### src/rtl/wel_guard_pkg.sv
package wel_guard_pkg;
  typedef struct packed {
    logic latchSet;
    logic latchClr;
    logic statusLoad;
  } guardStrb_t;
endpackage

### src/rtl/wel_guard_ctrl.sv
module wel_guard_ctrl
  import wel_guard_pkg::*;
(
  input  logic       armWrites,
  input  logic       disarmWrites,
  input  logic       statusWrite,
  input  logic       memWriteDone,
  input  logic       wpN,
  input  logic       latchQ,
  output guardStrb_t strb
);
  logic statusOk;
  logic memOk;

  always_comb begin
    statusOk        = statusWrite & latchQ & wpN;
    memOk           = memWriteDone & latchQ;
    strb.statusLoad = statusOk;
    strb.latchSet   = armWrites;
    strb.latchClr   = disarmWrites | statusOk | memOk;
  end
endmodule

### src/rtl/wel_guard_dp.sv
module wel_guard_dp
  import wel_guard_pkg::*;
#(
  parameter int          WIDTH    = 8,
  parameter int          WEL_BIT  = 1,
  parameter logic [7:0]  KEEP_MASK = 8'b1000_1100
) (
  input  logic             clk,
  input  logic             rstN,
  input  guardStrb_t       strb,
  input  logic [WIDTH-1:0] dataIn,
  output logic             latchQ,
  output logic [WIDTH-1:0] statusOut
);
  localparam logic [WIDTH-1:0] StoreMask = KEEP_MASK[WIDTH-1:0] & ~(WIDTH'(1) << WEL_BIT);

  logic [WIDTH-1:0] keptBits;

  always_ff @(posedge clk or negedge rstN) begin
    if (!rstN) begin
      latchQ <= 1'b0;
    end else if (strb.latchClr) begin
      latchQ <= 1'b0;
    end else if (strb.latchSet) begin
      latchQ <= 1'b1;
    end
  end

  always_ff @(posedge clk or negedge rstN) begin
    if (!rstN) begin
      keptBits <= '0;
    end else if (strb.statusLoad) begin
      keptBits <= dataIn & StoreMask;
    end
  end

  for (genvar i = 0; i < WIDTH; i++) begin : gBit
    if (i == WEL_BIT) begin : gWel
      assign statusOut[i] = latchQ;
    end else if (StoreMask[i]) begin : gKeep
      assign statusOut[i] = keptBits[i];
    end else begin : gZero
      assign statusOut[i] = 1'b0;
    end
  end


  kept_bits_masked_chk: assert property (@(posedge clk) disable iff (!rstN)
    (keptBits & ~StoreMask) == '0);

  load_takes_data_chk: assert property (@(posedge clk) disable iff (!rstN)
    strb.statusLoad |=> keptBits == ($past(dataIn) & StoreMask));
endmodule

### src/rtl/wel_status_guard.sv
module wel_status_guard
  import wel_guard_pkg::*;
(
  input  logic       clk,
  input  logic       rstN,
  input  logic       armWrites,
  input  logic       disarmWrites,
  input  logic       statusWrite,
  input  logic [7:0] statusData,
  input  logic       memWriteDone,
  input  logic       wpN,
  output logic [7:0] statusByte,
  output logic       writeAllowed
);
  guardStrb_t strb;
  logic       latchQ;

  wel_guard_ctrl u_ctrl (
    .armWrites    (armWrites),
    .disarmWrites (disarmWrites),
    .statusWrite  (statusWrite),
    .memWriteDone (memWriteDone),
    .wpN          (wpN),
    .latchQ       (latchQ),
    .strb         (strb)
  );

  wel_guard_dp #(.WIDTH(8), .WEL_BIT(1), .KEEP_MASK(8'b1000_1100)) u_dp (
    .clk       (clk),
    .rstN      (rstN),
    .strb      (strb),
    .dataIn    (statusData),
    .latchQ    (latchQ),
    .statusOut (statusByte)
  );

  assign writeAllowed = latchQ;


  arm_sets_chk: assert property (@(posedge clk) disable iff (!rstN)
    (armWrites && !disarmWrites && !memWriteDone && !statusWrite) |=> writeAllowed);

  disarm_clears_chk: assert property (@(posedge clk) disable iff (!rstN)
    disarmWrites |=> !writeAllowed);

  mem_done_wins_chk: assert property (@(posedge clk) disable iff (!rstN)
    (memWriteDone && writeAllowed) |=> !writeAllowed);

  wp_blocks_status_chk: assert property (@(posedge clk) disable iff (!rstN)
    (!wpN && statusWrite && !armWrites && !disarmWrites && !memWriteDone) |=> $stable(statusByte));

  unused_zero_chk: assert property (@(posedge clk) disable iff (!rstN)
    (statusByte & 8'b0111_0001) == 8'h00);
endmodule

### config.mk
export PLATFORM = sky130hd
export DESIGN_NAME = wel_status_guard
export DESIGN_NICKNAME = d
export VERILOG_FILES = /design/src/rtl/wel_guard_pkg.sv /design/src/rtl/wel_guard_ctrl.sv /design/src/rtl/wel_guard_dp.sv /design/src/rtl/wel_status_guard.sv
export SDC_FILE = /design/constraint.sdc
export NUM_CORES = 1
export LEC_CHECK = 0
export ABC_AREA = 1
export CAP_MARGIN = 10
export CORE_AREA = 2 2 39 41
export DETAILED_ROUTE_END_ITERATION = 12
export DIE_AREA = 0 0 41 43
export PLACE_DENSITY = 0.56
export RECOVER_POWER = 25
export SYNTH_ARGS = -nofsm -noshare
export SYNTH_HDL_FRONTEND = slang
export SYNTH_SLANG_ARGS = --single-unit
export TNS_END_PERCENT = 50
### constraint.sdc
create_clock -name clk -period 0.8 [get_ports clk]
set_input_delay 0.08 -clock clk [delete_from_list [all_inputs] [get_ports clk]]
set_output_delay 0.08 -clock clk [all_outputs]
set_load 0.05 [all_outputs]
# ---- Word-level counts from Yosys, hierarchy flattened
# Cells that the tools add are included.
dict set report word_totals {
  ff_bits 4
  in_bits 15
  elab_cells 10
}
dict set report classes {
  n_mux 2
  bitwise_logic 5
  reduce_logical 1
}
# op count
set op_table {}
lappend op_table {{AND 1 bit} 3}
lappend op_table {{2-to-1 mux 1 bit} 2}
lappend op_table {{bitwise OR 1 bit} 2}
lappend op_table {{nonzero test 2 bit} 1}

# ---- Logic depth before layout (Yosys ltp)
# Gate-level depths: netlist of run 1.
dict set report depth {
  ltp_word 5
  mapped_depth 5
  mapped_depth_nobuf 5
}

# ---- Hierarchy
# Synthesis of run 1 repeated with hierarchy kept, for this count alone.
dict set report unflattened {
  hier_cells 29
  area_unflattened_um2 232.7
}
# mod instances cells_per_inst area_each_um2
set by_module_without_submodules {}
lappend by_module_without_submodules {wel_guard_dp 1 22 186.4}
lappend by_module_without_submodules {wel_guard_ctrl 1 7 46.3}

# ---- Least setup slack after synthesis of run 1
# No wires, ideal clock.
dict set report synth_path {
  path_type {register to register}
  start {reg u_dp.latchQ}
  end {reg u_dp.keptBits[2]}
  arrival_ns 1.019
  required_time_ns 0.678
  slack_ns -0.341
  stages_incl_launch_ff 4
  n_path_buf 0
  path_cell_list {dfrtp_1 -> nand3_2 -> nand2_1 -> o21ai_1}
}
dict set report synth_via {
  elab_chain_len 2
}
# element line
set synth_lines {}
lappend synth_lines {{start: declaration} wel_guard_dp.sv:12} ;# output logic latchQ,
lappend synth_lines {{start signal: assignment} wel_guard_dp.sv:21} ;# latchQ <= 1'b0;
lappend synth_lines {{start signal: assignment} wel_guard_dp.sv:23} ;# latchQ <= 1'b0;
lappend synth_lines {{start signal: assignment} wel_guard_dp.sv:25} ;# latchQ <= 1'b1;
lappend synth_lines {{AND 1 bit (2 in series)} wel_guard_ctrl.sv:16} ;# statusOk = statusWrite & latchQ & wpN;
lappend synth_lines {{end signal: assignment} wel_guard_dp.sv:33} ;# keptBits <= dataIn & StoreMask;
lappend synth_lines {{end: declaration} wel_guard_dp.sv:17} ;# logic [WIDTH-1:0] keptBits;
# No other way between the ends.
# A chain may end at the register's enable or synchronous reset.

# ---- Worst setup path in the final report of run 1
dict set report layout_path {
  start {reg u_dp.latchQ}
  end {out writeAllowed}
}
# element line
set layout_rtl {}
lappend layout_rtl {{end: declaration} wel_status_guard.sv:13} ;# output logic writeAllowed
# No word-level cell between the ends.

==> results of run 1 <==
per-layer routing:
metal / vias to the layer above / share of wire (%) / GRT usage (%) / wire length [µm]
met4: 0 / 1.5 / 8.00 / 7
met5: - / 0 / 0 / 0
li1: 108 / - / - / -
met1: 85 / 36 / 6.51 / 168
met3: 2 / 16 / 3.66 / 76
met2: 11 / 46 / 6.88 / 211
placed cells by master (no fill, tap or decap):
cell             instances
dlygate4sd3_1            1
nand3_4                  1
clkbuf_4                 3
clkbuf_1                 1
dfrtp_1                  3
conb_1                   4
inv_1                    6
nand2_1                  7
o21ai_1                  3
inv_2                    1
clkdlybuf4s50_1          8
nor2_1                   1
dfrtp_2                  1
buf_6                    1
buf_12                   5
state kept, by name, indices dropped and copies added, names as in the netlist:
signal         cells
u_dp.keptBits      3
u_dp.latchQ        1
logic make-up (layout without fill, tap and decap cells):
logic type | count (synthesis) | in the layout | share of synthesized area [%]
buffers and inverters | 12 | 26 | 28.7
flip-flops | 4 | 4 | 44.9
AND/OR/NAND/NOR | 9 | 9 | 18.0
AO/OA/AOI/OAI | 3 | 3 | 6.74
other | 1 | 4 | 1.68
stage by stage:
step | worst slack (ns) | instances | power, µW | TNS, ns | area (µm²)
after global placement | -0.150 | 57 | 780 | -0.561 | 415
after detailed placement | -0.171 | 57 | 782 | -0.627 | 415
after floorplan | -0.130 | 32 | 535 | -0.577 | 243
final | -0.157 | 62 | 1060 | -0.732 | 453
after global routing | -0.184 | 62 | 1130 | -1.08 | 453
after CTS | -0.161 | 62 | 1080 | -0.803 | 449
area by class of cell:
cell class | instances | area share [%]
multi-input combinational | 16 | 17.1
clock buffer | 4 | 5.80
inverter | 7 | 5.80
timing repair buffer | 15 | 44.5
tap | 16 | 4.42
sequential | 4 | 22.4
timing repair:
| action | 4_1_cts | 5_1_grt |
|---|---|---|
| resized for setup | 0 | 2 |
| setup endpoints to repair | 9 | 9 |
| setup buffers | 1 | 0 |
worst max-delay path by stage:
stage               slack (ns)  cells past startpoint               startpoint                      endpoint
finish                   -0.16                      1  u_dp.latchQ$_DFFE_PN0P_                  writeAllowed
global placement         -0.15                      4              statusWrite  u_dp.keptBits[7]$_DFFE_PN0P_
detailed placement       -0.17                      4              statusWrite  u_dp.keptBits[7]$_DFFE_PN0P_
CTS                      -0.16                      1  u_dp.latchQ$_DFFE_PN0P_                  writeAllowed
global route             -0.18                      1  u_dp.latchQ$_DFFE_PN0P_                 statusByte[1]
floorplan                -0.13                      3  u_dp.latchQ$_DFFE_PN0P_  u_dp.keptBits[2]$_DFFE_PN0P_
report_power, final:
| group | switching (µW) | internal [µW] |
|---|---|---|
| Sequential | 50.3 | 244 |
| Combinational | 256 | 234 |
| Clock | 93.4 | 188 |
| Total | 399 | 666 |
==> run metrics, run 1 <==
largest net degree at the start of global routing=8; slowest stage delay, CP=0.46 ns; status=finished with violations; Mapped Avg Cell Area=7.68 µm²; fraction of layout cells with a size suffix above 1=26.1%; worst vdd ir=0.545 mV; Fill cells=149; Synth top area share=44.9%; CP startpoint kind=flop; Final #Nets=62; via count=206; floorplan core area=1380 µm²; GPL Wtd Cong=slightly below 0.6; initial antenna violation count=0; remaining global-route overflow=0; WHS=0.110 ns; height of the die=43 µm; R2R depth=6; Final min period=between 0.9 and 1 ns; HP Class=in2async; reg2reg end=u_dp.latchQ$_DFFE_PN0P_; Die W=41 µm; PwrDens=2350 nW/µm²; clk root buf=clkbuf_4; DRT Pass-1 Iters=1; GRT Util Overall=roughly 6.1%; Final period util=120%; Crit path max-delay family=flip-flops; Yosys top cell by area=dfrtp_1; achievable frequency=1.05 GHz; per-cell routed wire length=7.47 µm; Setup CP Type=reg2out; synthesized area=223 µm²; row cnt=14; PortBufs=14; Distinct cells, synth=8; Pleak=0.000224 µW; Slew Limit Fails=0; synth top area cells=dfrtp_1, buf_4, inv_1; I/O pin cnt=24; Post-Route WL=463 µm; setup violators final=9; Async SR Flop Fraction=100%; CTS tree=built; DRC viols=0; vias in the first global route=185; Worst Setup End Kind=output port; Worst-path clk slew=0.04 ns; antenna cells=0; critical path peak fanout=4; WP data required=around 0.7 ns; Yosys reg bits=4; top cells by count, synth=inv_1, nand2_1, buf_4, dfrtp_1, o21ai_1; first-pass GRT wire length=around 650 µm; final hold violations=0; EDFF count, synth=0; YS warnings=0; RSZ-0062 raised after global routing=yes; ys flop type=dfrtp_1; post-layout util=32.7%; post-route setup slack=-0.157 ns; Clock H-tree levels=1; Cell Chain, Critical Path=buf_12; clk buf depth=2; DR vias/cell=3.32; Final ANT Viol Nets=0; Setup Skew=just under 0.008 ns; failing checks=setup timing; max_cap viols=0; Layout area overhead=103%; cells after synthesis=29; Crit Reg-Reg Startpoint=u_dp.latchQ$_DFFE_PN0P_; die outline area=1760 µm²; Post-DP HPWL=351 µm; CP bufs+invs=1; DR iter-0 viols=0; Seq/Total Area, Yosys=44.9%; multi-input logic area=77.6 µm²; reg-to-reg slack, setup=-0.09 ns; CTS buffer count=3; flip-flop and latch area=101 µm²; Slowest-stage cell, CP=dfrtp_2; arrival time of the worst setup path=just under 0.9 ns; clk sinks=4; hold_buf cts=0; Worst-Skew Late Latency=between 0.2 and 0.25 ns; initial core utilization=16.1%
Power figures use the tool's default switching activity.
==> run 2: changes to the inputs <==
- CAP_MARGIN: 10 -> not set
- GPL_ROUTABILITY_DRIVEN: not set -> 0
==> results of run 2 <==
Final layout, timing and power as in run 1 (identical DEF).
==> run 3: changes to the inputs <==
- PLACE_DENSITY: 0.56 -> 0.55
- clock period: 0.8 -> 1 ns (I/O delays scaled with it)
==> run metrics, run 3 (synthesis gave the netlist of run 1 again) <==
status=completed; achievable frequency=1.04 GHz; post-route setup slack=approximately 0.041 ns; I/O pin cnt=24; DRT Pass-1 Iters=2; Clock H-tree levels=1; PwrDens=1910 nW/µm²; antenna cells=0; clk root buf=clkbuf_4; final setup TNS=0 ns; height of the die=43 µm; Pleak=0.000218 µW; remaining global-route overflow=0; CTS tree=built; max_cap viols=0; arrival time of the worst setup path=0.86 ns; Largest register FFs=3; Worst-Skew Late Latency=0.23 ns; die outline area=1760 µm²; GRT Util Overall=5.74%; largest net degree at the start of global routing=8; Setup CP Type=reg2out; Worst Setup End Kind=output port; Layout area overhead=94.9%; Cell Chain, Critical Path=buf_12; DR vias/cell=around 3.3; DRC viols=0; CP Depth=1; Crit Reg-Reg Startpoint=u_dp.latchQ$_DFFE_PN0P_; Final min period=0.959 ns; Slew Limit Fails=0; Largest regs=u_dp.keptBits: 3 flops, u_dp.latchQ: 1 flops; initial antenna violation count=0; Final #Nets=61; Setup Skew=0.00636 ns; hold_buf cts=0; pre-CTS setup slack=0.000663 ns; Crit path max-delay family=flip-flops; Slowest-stage cell, CP=dfrtp_2; commonest non-fill, non-tap cells in the layout=clkdlybuf4s50_1, inv_1, nand2_1, buf_12, conb_1; via count=about 200; slowest stage delay, CP=between 0.4 and 0.5 ns; post-cts repair resize count=0; initial core utilization=roughly 16%; Final ANT Viol Nets=0; CP bufs+invs=1; DR iter-0 viols=4; PortBufs=14; worst vdd ir=0.910 mV; first-pass GRT wire length=565 µm; CTS buffer count=3; critical path peak fanout=5; HP Class=in2async; row cnt=14; final hold violations=0; vias in the first global route=139; clk buf depth=2; reg2reg end=u_dp.keptBits[2]$_DFFE_PN0P_; setup violators final=0; CP Launch Point=u_dp.latchQ$_DFFE_PN0P_; Die W=41 µm; commonest non-fill, non-tap cell in the layout=clkdlybuf4s50_1; R2R depth=3; fraction of layout cells with a size suffix above 1=22.2%; per-cell routed wire length=6.70 µm; reg-to-reg slack, setup=about 0.13 ns; Post-Route WL=409 µm; floorplan core area=approximately 1400 µm²; WP data required=0.90 ns; RSZ-0062 raised after global routing=no; Largest Register=u_dp.keptBits; postcts setup bufs=0; Worst-path clk slew=0.04 ns; CP startpoint kind=flop; clk sinks=4; Final period util=between 90% and 100%; crit path capture=writeAllowed
-- run 3: cell types whose count changed in the layout (fill, tap and decap cells not counted), sizes merged --
cell and delta:
buf -1
-- run 3: cell type report --
type                       instances  area (µm²)
clock buffer                       4        26.3
sequential                         4         101
inverter                           7        26.3
multi-input combinational         16        70.1
timing repair buffer              14         190
tap                               16        20.0
fill                             157         950
-- run 3: worst min-delay path by stage --
stage                     slack (ns)  cells after the start                            to
after floorplan                -0.20                      0  u_dp.keptBits[2]$_DFFE_PN0P_
after global placement          0.32                      1  u_dp.keptBits[3]$_DFFE_PN0P_
after detailed placement        0.32                      1  u_dp.keptBits[3]$_DFFE_PN0P_
after CTS                       0.07                      1  u_dp.keptBits[3]$_DFFE_PN0P_
after global routing            0.14                      1  u_dp.keptBits[3]$_DFFE_PN0P_
final                           0.14                      1  u_dp.keptBits[3]$_DFFE_PN0P_
-- run 3: per-stage QoR --
stage	cells	hold slack [ns]	util, %	total power (µW)	cell area [µm²]
finish	61	0.142	31.4	829	434
global route	61	0.143	31.4	882	434
CTS	61	0.0732	31.4	850	434
detailed placement	57	0.321	29.5	621	408
global placement	57	0.323	29.5	619	408
floorplan	32	-0.196	-	426	235
-- run 3: report_power, final --
group | switching [µW] | internal [µW] | leakage, µW
combinational | 201 | 181 | 0.000154
sequential | 36.8 | 196 | 0.0000495
clock | 65.6 | 150 | 0.0000150
total | 304 | 526 | 0.000218
-- run 3: routing by layer --
layer / GRT usage [%] / part of all wire (%)
met1: 4.87 / 38
met2: 6.56 / 46
met3: 7.85 / 16
met4: 4.00 / 0
met5: 0 / 0
